## src/rtl/alu8_pkg.sv

```systemverilog
// Package: shared widths, flag positions, op codes and decoded control
// word for the 8-bit ALU. Assumes flag positions are fixed by R2.
package alu8_pkg;
    localparam int DW = 8;           // datapath width
    localparam int FW = 8;           // status byte width
    localparam int FC = 0;
    localparam int FZ = 1;
    localparam int FN = 2;
    localparam int FV = 3;
    localparam int FS = 4;
    localparam int FH = 5;

    // Per-class flag masks
    localparam logic [FW-1:0] M_FULL  = 8'h3F;  // H S V N Z C
    localparam logic [FW-1:0] M_LOGIC = 8'h1E;  // S V N Z
    localparam logic [FW-1:0] M_SHIFT = 8'h1F;  // S V N Z C
    localparam logic [FW-1:0] M_WLO   = 8'h03;  // Z C

    typedef enum logic [4:0] {
        OP_ADD, OP_ADC, OP_SUB, OP_SBC, OP_CMP, OP_CPC,
        OP_AND, OP_OR, OP_XOR, OP_SETB, OP_CLRB, OP_COM,
        OP_NEG, OP_INC, OP_DEC, OP_LSL, OP_LSR, OP_ROL,
        OP_WADDL, OP_WADDH, OP_WSUBL, OP_WSUBH
    } alu_op_e;

    typedef struct packed {
        logic          logic_path;  // result from logic/shift unit
        logic          sub;         // adder subtracts
        logic          use_c;       // carry-in from held C
        logic          neg_form;    // adder computes 0 - a
        logic          one_form;    // adder uses constant 1 as b
        logic          zchain;      // Z only stays set
        logic          wr;          // result written back
        logic [FW-1:0] mask;        // flags updated
    } alu_ctl_t;
endpackage

```

## src/rtl/alu8_addsub.sv

```systemverilog
// Adder/subtractor: computes a+b+cin or a-b-cin and reports carry/borrow
// out of the top bit, carry/borrow at the nibble boundary and signed
// overflow. Assumes W >= 5.
module alu8_addsub #(
    parameter int W = alu8_pkg::DW
) (
    input  logic [W-1:0] a,
    input  logic [W-1:0] b,
    input  logic         cin,
    input  logic         sub,
    output logic [W-1:0] r,
    output logic         cout,
    output logic         hc,
    output logic         ov
);
    localparam int NB = 4;

    logic [W:0]  full;
    logic [NB:0] nib;

    // Wide and nibble sums, plus overflow from operand/result signs
    always_comb begin
        if (sub) begin
            full = {1'b0, a} - {1'b0, b} - (W+1)'(cin);
            nib  = {1'b0, a[NB-1:0]} - {1'b0, b[NB-1:0]} - (NB+1)'(cin);
            ov   = (a[W-1] != b[W-1]) && (full[W-1] != a[W-1]);
        end else begin
            full = {1'b0, a} + {1'b0, b} + (W+1)'(cin);
            nib  = {1'b0, a[NB-1:0]} + {1'b0, b[NB-1:0]} + (NB+1)'(cin);
            ov   = (a[W-1] == b[W-1]) && (full[W-1] != a[W-1]);
        end
        r    = full[W-1:0];
        cout = full[W];
        hc   = nib[NB];
    end
endmodule

```

## src/rtl/alu8_logic.sv

```systemverilog
// Logic and shift unit: bitwise ops, bit set/clear masks, one's
// complement and single-bit shifts/rotate. Provides carry and overflow
// for the ops that define them; others report V=0.
module alu8_logic #(
    parameter int W = alu8_pkg::DW
) (
    input  alu8_pkg::alu_op_e op,
    input  logic [W-1:0]      a,
    input  logic [W-1:0]      b,
    input  logic              cin,
    output logic [W-1:0]      r,
    output logic              cout,
    output logic              ov
);
    import alu8_pkg::*;

    // Select the result and the bit shifted out
    always_comb begin
        r    = a;
        cout = 1'b0;
        ov   = 1'b0;
        case (op)
            OP_AND:  r = a & b;
            OP_OR:   r = a | b;
            OP_XOR:  r = a ^ b;
            OP_SETB: r = a | b;
            OP_CLRB: r = a & ~b;
            OP_COM:  begin r = ~a; cout = 1'b1; end
            OP_LSL:  begin r = {a[W-2:0], 1'b0}; cout = a[W-1]; ov = a[W-2] ^ a[W-1]; end
            OP_LSR:  begin r = {1'b0, a[W-1:1]}; cout = a[0];   ov = a[0]; end
            OP_ROL:  begin r = {a[W-2:0], cin};  cout = a[W-1]; ov = a[W-2] ^ a[W-1]; end
            default: r = a;
        endcase
    end
endmodule

```

## src/rtl/alu8_decode.sv

```systemverilog
// Decoder: maps an op code to the control word (datapath choice, carry
// source, Z chaining, write-back and flag mask). Unknown codes decode
// to a no-op with an empty mask.
module alu8_decode (
    input  alu8_pkg::alu_op_e op,
    output alu8_pkg::alu_ctl_t ctl
);
    import alu8_pkg::*;

    // Per-op control table
    always_comb begin
        ctl = '{logic_path: 1'b0, sub: 1'b0, use_c: 1'b0, neg_form: 1'b0,
                one_form: 1'b0, zchain: 1'b0, wr: 1'b1, mask: M_FULL};
        case (op)
            OP_ADD:   ;
            OP_ADC:   ctl.use_c = 1'b1;
            OP_SUB:   ctl.sub = 1'b1;
            OP_SBC:   begin ctl.sub = 1'b1; ctl.use_c = 1'b1; ctl.zchain = 1'b1; end
            OP_CMP:   begin ctl.sub = 1'b1; ctl.wr = 1'b0; end
            OP_CPC:   begin ctl.sub = 1'b1; ctl.use_c = 1'b1; ctl.zchain = 1'b1; ctl.wr = 1'b0; end
            OP_AND, OP_OR, OP_XOR, OP_SETB, OP_CLRB:
                      begin ctl.logic_path = 1'b1; ctl.mask = M_LOGIC; end
            OP_COM:   begin ctl.logic_path = 1'b1; ctl.mask = M_SHIFT; end
            OP_NEG:   begin ctl.sub = 1'b1; ctl.neg_form = 1'b1; end
            OP_INC:   begin ctl.one_form = 1'b1; ctl.mask = M_LOGIC; end
            OP_DEC:   begin ctl.one_form = 1'b1; ctl.sub = 1'b1; ctl.mask = M_LOGIC; end
            OP_LSL, OP_LSR:
                      begin ctl.logic_path = 1'b1; ctl.mask = M_SHIFT; end
            OP_ROL:   begin ctl.logic_path = 1'b1; ctl.use_c = 1'b1; ctl.mask = M_SHIFT; end
            OP_WADDL: ctl.mask = M_WLO;
            OP_WADDH: begin ctl.use_c = 1'b1; ctl.zchain = 1'b1; ctl.mask = M_SHIFT; end
            OP_WSUBL: begin ctl.sub = 1'b1; ctl.mask = M_WLO; end
            OP_WSUBH: begin ctl.sub = 1'b1; ctl.use_c = 1'b1; ctl.zchain = 1'b1; ctl.mask = M_SHIFT; end
            default:  begin ctl.wr = 1'b0; ctl.mask = '0; end
        endcase
    end
endmodule

```

## src/rtl/alu8_flags.sv

```systemverilog
// Top: 8-bit ALU with masked status update. The result is combinational
// from op, operands and held flags; the status byte updates on the clock
// edge only in the flags the op defines. Synchronous active-low reset.
module alu8_flags #(
    parameter int W = alu8_pkg::DW
) (
    input  logic                   clk,
    input  logic                   rst_n,
    input  logic                   op_valid,
    input  logic [4:0]             op,
    input  logic [W-1:0]           opa,
    input  logic [W-1:0]           opb,
    output logic [W-1:0]           res,
    output logic                   res_wr,
    output logic [alu8_pkg::FW-1:0] flag_we,
    output logic [alu8_pkg::FW-1:0] sreg
);
    import alu8_pkg::*;

    alu_op_e      op_e;
    alu_ctl_t     ctl;
    logic [W-1:0] as_a, as_b, as_r, lg_r;
    logic         as_c, as_h, as_v, lg_c, lg_v, cin;
    logic         f_c, f_z, f_n, f_v;
    logic [FW-1:0] f_new;

    assign op_e = alu_op_e'(op);

    alu8_decode i_dec (.op(op_e), .ctl(ctl));

    // Adder operand selection for negate and increment/decrement forms
    always_comb begin
        cin  = ctl.use_c & sreg[FC];
        as_a = ctl.neg_form ? '0 : opa;
        as_b = ctl.neg_form ? opa : (ctl.one_form ? W'(1) : opb);
    end

    alu8_addsub #(.W(W)) i_as (
        .a(as_a), .b(as_b), .cin(cin), .sub(ctl.sub),
        .r(as_r), .cout(as_c), .hc(as_h), .ov(as_v)
    );

    alu8_logic #(.W(W)) i_lg (
        .op(op_e), .a(opa), .b(opb), .cin(cin),
        .r(lg_r), .cout(lg_c), .ov(lg_v)
    );

    // Result mux and new flag values
    always_comb begin
        res   = ctl.logic_path ? lg_r : as_r;
        f_c   = ctl.logic_path ? lg_c : as_c;
        f_v   = ctl.logic_path ? lg_v : as_v;
        f_n   = res[W-1];
        f_z   = (res == '0) && (!ctl.zchain || sreg[FZ]);
        f_new = '0;
        f_new[FC] = f_c;
        f_new[FZ] = f_z;
        f_new[FN] = f_n;
        f_new[FV] = f_v;
        f_new[FS] = f_n ^ f_v;
        f_new[FH] = as_h;
        flag_we = op_valid ? ctl.mask : '0;
        res_wr  = op_valid & ctl.wr;
    end

    // Status byte: merge new values under the write mask
    always_ff @(posedge clk) begin
        if (!rst_n)
            sreg <= '0;
        else
            sreg <= (sreg & ~flag_we) | (f_new & flag_we);
    end
endmodule

```

## config.mk

```make
export PLATFORM = sky130hd
export DESIGN_NAME = alu8_flags
export DESIGN_NICKNAME = d
export VERILOG_FILES = /design/src/rtl/alu8_pkg.sv /design/src/rtl/alu8_addsub.sv /design/src/rtl/alu8_logic.sv /design/src/rtl/alu8_decode.sv /design/src/rtl/alu8_flags.sv
export SDC_FILE = /design/constraint.sdc
export NUM_CORES = 1
export LEC_CHECK = 0
export BUFFER_PORTS_ARGS = -buffer_cell sky130_fd_sc_hd__buf_2
export CAP_MARGIN = 20
export CORE_UTILIZATION = 51
export DETAILED_ROUTE_END_ITERATION = 8
export GPL_TIMING_DRIVEN = 0
export PLACE_DENSITY = 0.78
export SLEW_MARGIN = 20
export SYNTH_ARGS = -nofsm -noshare
export SYNTH_HDL_FRONTEND = slang
export SYNTH_SLANG_ARGS = --single-unit
```

## constraint.sdc

```tcl
create_clock -name clk -period 3.4 [get_ports clk]
set_input_delay 0 -clock clk [delete_from_list [all_inputs] [get_ports clk]]
set_output_delay 0 -clock clk [all_outputs]
set_load 0.01 [all_outputs]
```

==> metrics.md, run 1 <==
| Metric | Value |
|---|---|
| WP data arrival | 3440 ps |
| Total global-route track usage | 27.80% |
| Vias per cell | 6.151 |
| WHS Path Cells | 3 |
| CP Max Fanout | 10 |
| Multi-input gate area | 2023 um2 |
| Worst slack, placed | -545.8 ps |
| Layout overhead on the synthesized area | 21.99% |
| Leading cell type in the layout, fill and taps excluded | buf_2 |
| Wire per inst | 16.16 um |
| 1st-pass router iterations | 5 |
| Syn avg cell area | 7.014 um2 |
| # rows | 24 |
| Dpl cell area | 2576 um2 |
| Achievable Freq | 304.9 MHz |
| Status | finished clean |
| Reg clk slew, reported paths | 30 ps |
| Number of setup violations in the final report | 0 |
| WS Path Type | in -> reg |
| Leak | 0.001377 uW |
| Filler cell count | 387 |
| Fin. max-slew vios | 0 |
| Initial antenna violation count | 0 |
| Die Width | 69.06 um |
| TritonCTS buffer count | 3 |
| CTS max path bufs | 2 |
| Max_cap viols | 0 |
| Final setup margin | 119.8 ps |
| RSZ-0062 raised after global routing | yes |
| Die height | 69.06 um |
| Post-Syn Area | 2293 um2 |
| R2r setup slk | 400 ps |
| Hold Violations, Final | 0 |
| Total clock sinks | 6 |
| Initial Utilization | 53.04% |
| Clock Latency Late Sink | 220 ps |
| Post-synth EDFFs | 0 |
| Synth warn | 0 |
| HP Start | rst_n |
| CTS root buffer | clkbuf_8 |
| Grt ovf | 0 |
| DR vias | 2651 |
| Synth cell types | 65 |
| Register area | 120.1 um2 |
| Max-slew headroom | 34.01% |
| Cells after Synth | 327 |
| Fin nets | 436 |
| Core ar. | 4324 um2 |
| Post-DP HPWL | 5242 um |
| Post-synth top flop | dfxtp_1 |
| CP Launch Type | primary input |
| Share of cells above drive strength 1 | 25.07% |
| H-tree Lvls | 1 |
| Die area | 4769 um2 |
| Sequential area share after synthesis | 5.237% |
| Yosys reg bits | 6 |
| # diodes | 0 |
| Hold Path Class | in -> reg |
| Drc violations | 0 |
| Final worst path period share | 96.48% |
| IO Pins | 49 |
| Minimum clock period | 3280 ps |
| CP Capture Type | flop |
| Routed WL | 6967 um |
| Ys async rst share | 0% |
| First-pass GRT wire length | 11110 um |
| R2R depth | 11 |
| Initial DRC count | 305 |
| Worst-margin pin slew | 987.7 ps |
| Cell area after layout | 2798 um2 |
| Worst vdd ir | 0.2282 mV |
| CTS tree | yes |
| Largest net degree at the start of global routing | 12 |
| Antenna-violating nets left | 0 |
| PortBufs | 41 |
| Most frequent cells in the layout | 44 x buf_2, 42 x inv_1, 38 x nand2_1 |
| Routability cong. | 0.9426 |
| PD cells | 249.3 nW/um2 |
| Vias in the first global route | 2358 |
| Crit path required time | 3560 ps |
| Skew final | 0.6299 ps |
[layer usage]
metal  vias up  GRT usage (%)  routed length (um)
li1       1253              -                   -
met1      1254          38.36                3004
met2       130          45.95                3377
met3        14          4.240                 467
met4         0          5.215                 119
met5         -              0                   0
[timing repair]
item | CTS | global route
buffers inserted | 3 | 3
hold buffers | 0 | 0
endpoints found under the setup margin | 5 | 5
hold endpoints to repair | 0 | 0
resized for setup | 11 | 19
cloned | 0 | 0
[worst max-delay path, cell delays in order]
cell and delay [ps]:
buf_2 140, clkbuf_2 190, nand3b_1 220, nor3_2 160, buf_4 190, nand2_1 70, a21oi_2 170, ha_2 340
ha_1 250, a21o_1 200, a21o_1 200, a221oi_4 350, xnor2_1 120, o211a_1 290, or4_1 480, nand3_1 70
[layout make-up]
type | count | share of cell area, %
well taps | 52 | 2.326
repair buffers | 47 | 8.945
clock buffers | 3 | 1.476
flip-flops and latches | 6 | 4.293
inverters | 42 | 5.635
multi-input cells | 259 | 72.32
plain buffers | 22 | 5.009
[synth_stat cells, types with 4 or more instances]
cell,instances,area share [%]
inv_1,42,6.9
xnor2_1,9,3.4
nand3_1,9,2.0
fa_1,4,3.5
nand2b_1,5,1.4
o2111ai_1,6,2.3
a21oi_1,25,5.5
clkbuf_1,9,1.5
ha_1,27,15
nand2_1,39,6.4
buf_4,7,2.3
dfxtp_1,6,5.2
nor3b_1,4,1.3
xor2_1,6,2.3
o21ai_0,13,2.8
a31oi_1,5,1.4
a21o_1,7,2.3
nor2_1,22,3.6
mux2i_1,11,4.8
[how the worst max path moves through the flow]
stage | slack (ps) | end | startpoint
6_report | 120 | flop | op[4]
5_1_grt | -30 | flop | op[4]
4_1_cts | 8 | flop | op[1]
3_5_place_dp | -550 | flop | op[4]
3_3_place_gp | -530 | flop | op[4]
2_1_floorplan | 50 | flop | op[4]
[where the power goes]
part           leakage [uW]  internal (uW)  switching (uW)
Clock             0.0000216           75.7            26.9
Sequential        0.0000490           76.5            3.41
Combinational       0.00131            223             292
[per-stage QoR]
step           hold slack, ps  total power, uW  util [%]  std cells  setup TNS, ps
2_1_floorplan           124.2            415.9         -        330              0
3_3_place_gp            302.2            533.8     59.58        423          -1700
3_5_place_dp            307.1            543.9     59.58        423          -1939
4_1_cts                 78.48            668.1     62.24        428              0
5_1_grt                 93.13            757.0     64.70        431         -25.42
6_report                90.63            697.5     64.70        431              0
[cell families after synthesis]
| kind of cell | after synthesis | synth area share (%) |
|---|---|---|
| and+or+nand+nor | 101 | 21.55 |
| AOI/OAI and AO/OA | 92 | 28.48 |
| buffers and inverters | 65 | 12.93 |
| adders and majority gates | 32 | 18.66 |
| xor gates and xnor gates | 16 | 6.710 |
| muxes | 14 | 6.274 |
| DFF | 6 | 5.238 |
| other | 1 | 0.1635 |
Note: power is estimated with default switching activity, not from simulation.
==> run 2: changes to the inputs <==
--- a/config.mk
+++ b/config.mk
@@ -7,7 +7,7 @@
 export LEC_CHECK = 0
 export BUFFER_PORTS_ARGS = -buffer_cell sky130_fd_sc_hd__buf_2
 export CAP_MARGIN = 20
-export CORE_UTILIZATION = 51
+export CORE_UTILIZATION = 53
 export DETAILED_ROUTE_END_ITERATION = 8
 export GPL_TIMING_DRIVEN = 0
 export PLACE_DENSITY = 0.78
==> constraint.sdc (replaced) <==
create_clock -name clk -period 3.35 [get_ports clk]
set_input_delay 0 -clock clk [delete_from_list [all_inputs] [get_ports clk]]
set_output_delay 0 -clock clk [all_outputs]
set_load 0.01 [all_outputs]
==> run 2 against run 1 <==
Utilization is 7.3 points higher. Count of clock-buffer cells in the layout stayed put. Sequential power is 0.9% higher. Non-clock buffer count is 9 higher. First-iteration DRC count is 2.6% lower.
==> metrics.md, run 2 (same netlist as run 1, synthesis figures left out) <==
| Metric | Value |
|---|---|
| Total global-route track usage | 30.76% (was 27.80%) |
| CTS max path bufs | 2 (unchanged) |
| Status | finished clean (unchanged) |
| Fin nets | 445 (was 436) |
| First-pass GRT wire length | 10700 um (was 11110 um) |
| Antenna-violating nets left | 0 (unchanged) |
| Initial Utilization | 56.12% (was 53.04%) |
| DR vias | 2672 (was 2651) |
| TritonCTS buffer count | 3 (unchanged) |
| Total clock sinks | 6 (unchanged) |
| Initial DRC count | 297 (was 305) |
| Critical-path cell list | buf_2, buf_6, nand3b_1, nor3_2, buf_4, buf_6, nand2_2, a21oi_2, ha_2, inv_1, ha_2, a21o_1, a21o_1, a221oi_4, xnor2_2, o211a_1, or4_1, nand3_1 (was buf_2, clkbuf_2, nand3b_1, nor3_2, buf_4, nand2_1, a21oi_2, ha_2, ha_1, a21o_1, a21o_1, a221oi_4, xnor2_1, o211a_1, or4_1, nand3_1) |
| # rows | 23 (was 24) |
| R2R depth | 11 (unchanged) |
| Fin. max-slew vios | 0 (unchanged) |
| Most used routing layer | met2 (unchanged) |
| Setup TNS Final | 0 ps (unchanged) |
| WS Path Type | in -> reg (unchanged) |
| Crit path required time | 3510 ps (was 3560 ps) |
| 1st-pass router iterations | 6 (was 5) |
| Final worst path period share | 96.79% |
| PortBufs | 41 (unchanged) |
| CTS tree | yes (unchanged) |
| Max_cap viols | 0 (unchanged) |
| Number of setup violations in the final report | 0 (unchanged) |
| Share of cells above drive strength 1 | 30.41% (was 25.07%) |
| CP Launch Type | primary input (unchanged) |
| Worst hold slack | 80.23 ps (was 90.63 ps) |
| Reg clk slew, reported paths | 40 ps (was 30 ps) |
| Multi-input gate area | 2088 um2 (was 2023 um2) |
| Register area | 120.1 um2 (unchanged) |
| Filler cell count | 335 (was 387) |
| H-tree Lvls | 1 (unchanged) |
| Leading cell type in the layout, fill and taps excluded | buf_2 (unchanged) |
| Most frequent cells in the layout | 44 x buf_2, 41 x inv_1, 37 x nand2_1 (was 44 x buf_2, 42 x inv_1, 38 x nand2_1) |
| Die Width | 67.78 um (was 69.06 um) |
| Worst vdd ir | 0.2445 mV (was 0.2282 mV) |
| Vias in the first global route | 2233 (was 2358) |
| Met3 Use GR | 4.392% (was 4.240%) |
| Initial antenna violation count | 0 (unchanged) |
| Layout overhead on the synthesized area | 28.31% (was 21.99%) |
| Hold Path Class | in -> reg (unchanged) |
| Minimum clock period | 3242 ps |
| CP Max Fanout | 6 (was 10) |
| Grt ovf | 0 (unchanged) |
| Skew final | 1.074 ps (was 0.6299 ps) |
| CTS root buffer | clkbuf_8 (unchanged) |
| Crit path launch | op[4] (unchanged) |
| Met2 Track Usage GR | 48.14% (was 45.95%) |
| IO Pins | 49 (unchanged) |
| Clock Latency Late Sink | 220 ps (about the same) |
| Worst-margin pin slew | 1157 ps (was 987.7 ps) |
| GRT met1 Usage | 43.40% (was 38.36%) |
| Largest net degree at the start of global routing | 12 (unchanged) |
| Achievable Freq | 308.4 MHz |
| Total power | 757.0 uW (was 697.5 uW) |
| Max-slew headroom | 22.72% (was 34.01%) |
| Die area | 4594 um2 (was 4769 um2) |
| CP max stage cell | or4_1 (unchanged) |
| R2r setup slk | 390 ps (was 400 ps) |
| Hold Violations, Final | 0 (unchanged) |
| Leak | 0.001439 uW (was 0.001377 uW) |
| Drc violations | 0 (unchanged) |
| CP Capture Type | flop (unchanged) |
| Die height | 67.78 um (was 69.06 um) |
| Routability cong. | 0.8941 (was 0.9426) |
| Wire per inst | 16.28 um (was 16.16 um) |
| Vias per cell | 6.100 (was 6.151) |
| # diodes | 0 (unchanged) |
| Critical Path Max Stage Delay | 530 ps (was 480 ps) |
| Post-DP HPWL | 5109 um (was 5242 um) |
| PD cells | 257.3 nW/um2 (was 249.3 nW/um2) |
| Core ar. | 4086 um2 (was 4324 um2) |
| WP data arrival | 3400 ps (was 3440 ps) |
| Routed WL | 7129 um (was 6967 um) |
[run 2: worst max-delay path: cells and delay by family]
family	cells	cell delay, ps
AND/OR/NAND/NOR	5	1070
buffers and inverters	5	630
adder cells (fa/ha/maj)	2	390
AO/OA/AOI/OAI	5	1210
XOR/XNOR	1	120
[run 2: final cells by class]
class | instances | area share, %
Timing Repair Buffer | 56 | 10.93
Sequential cell | 6 | 4.082
Tap cell | 50 | 2.126
Inverter | 42 | 5.357
Clock buffer | 3 | 1.403
Multi-Input combinational cell | 259 | 70.96
Buffer | 22 | 5.145
[run 2: how the worst min path moves through the flow]
stage | start | endpoint | slack (ps) | cells past startpoint
detailed placement | rst_n | flop | 300 | 3
finish | rst_n | flop | 80 | 3
CTS | rst_n | flop | 80 | 3
floorplan | op_valid | flag_we[0] | 120 | 2
global placement | rst_n | flop | 300 | 3
global route | rst_n | flop | 110 | 3
[run 2: through the flow]
stage / util [%] / cells / area [um2] / setup WS, ps
after floorplan: - / 330 / 2308 / 15.29
after global placement: 63.04 / 421 / 2576 / -502.9
after detailed placement: 63.04 / 421 / 2576 / -506.1
after CTS: 66.17 / 427 / 2704 / 22.74
after global routing: 72.01 / 438 / 2943 / -33.29
final: 72.01 / 438 / 2943 / 107.7
[run 2: power by group]
group | switching, uW | internal [uW] | leakage (uW)
Combinational | 315 | 256 | 0.00137
Clock | 28.8 | 77.0 | 0.0000216
Sequential | 2.99 | 77.6 | 0.0000490
Total | 346 | 411 | 0.00144
[run 2: per-layer routing]
layer	up-vias	wire length, um
li1	1273	-
met1	1225	3117
met2	159	3217
met3	15	647
met4	0	147
met5	-	0
[run 2: timing repair]
| action | CTS | global route |
|---|---|---|
| pin swaps | 3 | 18 |
| hold buffers | 0 | 0 |
| endpoints found under the hold margin | 0 | 0 |
| resized for setup | 13 | 38 |
| endpoints found under the setup margin | 5 | 5 |
| setup buffers | 4 | 11 |
==> run 3: changes to the inputs <==
--- a/config.mk
+++ b/config.mk
@@ -7,10 +7,12 @@
 export LEC_CHECK = 0
 export BUFFER_PORTS_ARGS = -buffer_cell sky130_fd_sc_hd__buf_2
 export CAP_MARGIN = 20
-export CORE_UTILIZATION = 53
+export CELL_PAD_IN_SITES_DETAIL_PLACEMENT = 1
+export CELL_PAD_IN_SITES_GLOBAL_PLACEMENT = 1
+export CORE_UTILIZATION = 40
 export DETAILED_ROUTE_END_ITERATION = 8
 export GPL_TIMING_DRIVEN = 0
-export PLACE_DENSITY = 0.78
+export PLACE_DENSITY_LB_ADDON = 0.1
 export SLEW_MARGIN = 20
 export SYNTH_ARGS = -nofsm -noshare
 export SYNTH_HDL_FRONTEND = slang
==> run 3 against run 2 <==
Routed wire length increased by 14%. Largest power group unchanged. Largest cell class unchanged. Combinational power fell by 3%. Setup slack improved by 23 ps. Hold slack gained 1.1 ps.
==> metrics.md, run 3 (same netlist as run 1, synthesis figures left out) <==
| Metric | Value |
|---|---|
| CP Capture Type | flop (unchanged) |
| CP max stage cell | or4_4 (was or4_1) |
| Final worst path period share | 96.10% (was 96.79%) |
| WS Path Type | in -> reg (unchanged) |
| CP bufs+invs | 3 (was 5) |
| CP Launch Type | primary input (unchanged) |
| CTS tree | yes (unchanged) |
| Achievable Freq | 310.6 MHz (was 308.4 MHz) |
| Die area | 6040 um2 (was 4594 um2) |
| IO Pins | 49 (unchanged) |
| Critical-path cell list | buf_2, buf_6, nand3b_1, nor3_2, clkbuf_8, a22oi_2, fa_1, fa_1, a21o_1, a21oi_2, xnor2_1, nand2_1, a22oi_1, or4_4, o41ai_2 (was buf_2, buf_6, nand3b_1, nor3_2, buf_4, buf_6, nand2_2, a21oi_2, ha_2, inv_1, ha_2, a21o_1, a21o_1, a221oi_4, xnor2_2, o211a_1, or4_1, nand3_1) |
| Reg clk slew, reported paths | 40 ps (about the same) |
| Die Width | 77.72 um (was 67.78 um) |
| CP most frequent cell | fa_1 |
| Clk pwr share | 14.9% (was 14.0%) |
| Worst-margin pin slew | 768.2 ps (was 1157 ps) |
| Vias in the first global route | 2506 (was 2233) |
| Core ar. | 5507 um2 (was 4086 um2) |
| CP Max Fanout | 10 (was 6) |
| Leading cell type in the layout, fill and taps excluded | buf_2 (unchanged) |
| PD cells | 254.6 nW/um2 (was 257.3 nW/um2) |
| # rows | 27 (was 23) |
| Skew final | 8.017 ps (was 1.074 ps) |
| Fin. max-slew vios | 0 (unchanged) |
| Fin nets | 441 (was 445) |
| Worst vdd ir | 0.3052 mV (was 0.2445 mV) |
| # diodes | 0 (unchanged) |
| Clock Latency Late Sink | 230 ps (was 220 ps) |
| Part of the power in registers | 10.8% (was 10.6%) |
| Cell area after layout | 2938 um2 (was 2943 um2) |
| First-pass GRT wire length | 12780 um (was 10700 um) |
| Met3 Use GR | 3.059% (was 4.392%) |
| Total clock sinks | 6 (unchanged) |
| Status | finished clean (unchanged) |
| Die height | 77.72 um (was 67.78 um) |
| Crit path launch | op[4] (unchanged) |
| DR vias | 2621 (was 2672) |
| Hold Path Class | in -> reg (unchanged) |
| Initial DRC count | 199 (was 297) |
| PortBufs | 41 (unchanged) |
| Hold Violations, Final | 0 (unchanged) |
| R2R depth | 11 (unchanged) |
| Met2 Track Usage GR | 44.78% (was 48.14%) |
| Share of cells above drive strength 1 | 28.39% (was 30.41%) |
| Routed WL | 8116 um (was 7129 um) |
| Critical Path Max Stage Delay | 580 ps (was 530 ps) |
| Switching power | 348.1 uW (was 346.3 uW) |
| Initial antenna violation count | 0 (unchanged) |
| Antenna-violating nets left | 0 (unchanged) |
| Most used routing layer | met2 (unchanged) |
| Grt ovf | 0 (unchanged) |
| HP Start | rst_n (unchanged) |
| Switch share | 46.54% (was 45.75%) |
| TritonCTS buffer count | 3 (unchanged) |
| Largest net degree at the start of global routing | 11 (was 12) |
| 1st-pass router iterations | 4 (was 6) |
| Initial Utilization | 41.65% (was 56.12%) |
| CTS max path bufs | 2 (unchanged) |
| Wire per inst | 17.80 um (was 16.28 um) |
| Stages on worst setup path | 15 (was 18) |
| Max_cap viols | 0 (unchanged) |
| Top delay family on crit path | simple AND/OR/NAND/NOR gates (was compound AO/OA/AOI/OAI gates) |
| Number of setup violations in the final report | 0 (unchanged) |
| Minimum clock period | 3219 ps (was 3242 ps) |
| Routability cong. | 0.8148 (was 0.8941) |
| R2r setup slk | 410 ps (was 390 ps) |
| WHS Path Cells | 3 (unchanged) |
| Drc violations | 0 (unchanged) |
| Max-slew headroom | 48.25% (was 22.72%) |
| Hold-fix buffers, CTS | 0 (unchanged) |
| Vias per cell | 5.748 (was 6.100) |
| GRT met1 Usage | 37.56% (was 43.40%) |
| Total power | 747.9 uW (was 757.0 uW) |
| Leak | 0.001419 uW (was 0.001439 uW) |
| Logic gate share of total power | 74.3% (was 75.4%) |
| Most frequent cells in the layout | 45 x buf_2, 40 x inv_1, 38 x nand2_1 (was 44 x buf_2, 41 x inv_1, 37 x nand2_1) |
| H-tree Lvls | 1 (unchanged) |
| Total global-route track usage | 26.67% (was 30.76%) |
| Layout overhead on the synthesized area | 28.10% (was 28.31%) |
| CTS root buffer | clkbuf_8 (unchanged) |
| Crit path required time | 3490 ps (was 3510 ps) |
| WP data arrival | 3360 ps (was 3400 ps) |
| Int Pwr | 399.8 uW (was 410.7 uW) |
| Dpl cell area | 2604 um2 (was 2576 um2) |
| Post-DP HPWL | 6098 um (was 5109 um) |
run 3: cell types whose count changed in the layout (fill, tap and decap cells not counted), moves of 2 or more:
cell     delta
a21oi_4     +2
a21oi_2     -3
ha_2        -3
nor2_2      -3
buf_4       -5
nor2_1      +3
ha_1        +2
run 3: layout make-up:
type,instances,area [um2]
Buffer,23,162.7
Clock buffer,3,41.29
Timing Repair Buffer,51,280.3
Sequential cell,6,120.1
Tap cell,72,90.09
Inverter,42,157.7
Fill cell,732,2569
Multi-Input combinational cell,259,2086
run 3: how the worst max path moves through the flow:
stage,to,slack (ps)
floorplan,flop,20
global placement,flop,-630
detailed placement,flop,-690
CTS,flop,10
global route,flop,-30
finish,flop,130
run 3: power groups by stage:
stage / Clock (uW) / Combinational, uW / Sequential (uW)
6_report: 111 / 556 / 80.9
3_3_place_gp: 0 / 475 / 82.0
4_1_cts: 114 / 519 / 80.9
3_5_place_dp: 0 / 482 / 82.0
5_1_grt: 119 / 607 / 81.7
2_1_floorplan: 0 / 338 / 84.3
run 3: metal layers:
metal  vias up  routed length (um)
met5         -                   0
li1       1262                   -
met2        54                3867
met4         0                  21
met1      1301                3902
met3         4                 325
run 3: worst min-delay path, cell delays in order:
cell     delay, ps
buf_2          140
o21ai_0         80
a31oi_1         40
run 3: timing repair:
| action | 4_1_cts | 5_1_grt |
|---|---|---|
| gates resized for setup | 24 | 24 |
| buffers inserted | 8 | 2 |
| pin swaps | 6 | 11 |
| endpoints found under the setup margin | 8 | 7 |
run 3: through the flow:
stage / cells / utilization [%] / setup TNS [ps] / setup WS [ps] / hold WS [ps]
detailed placement: 443 / 47.28 / -2914 / -685.2 / 318.4
finish: 456 / 53.35 / 0 / 130.7 / 81.33
floorplan: 330 / - / 0 / 15.29 / 124.2
global placement: 443 / 47.28 / -2485 / -635.0 / 307.7
global route: 456 / 53.35 / -28.13 / -27.78 / 106.9
CTS: 454 / 51.03 / 0 / 12.90 / 77.97
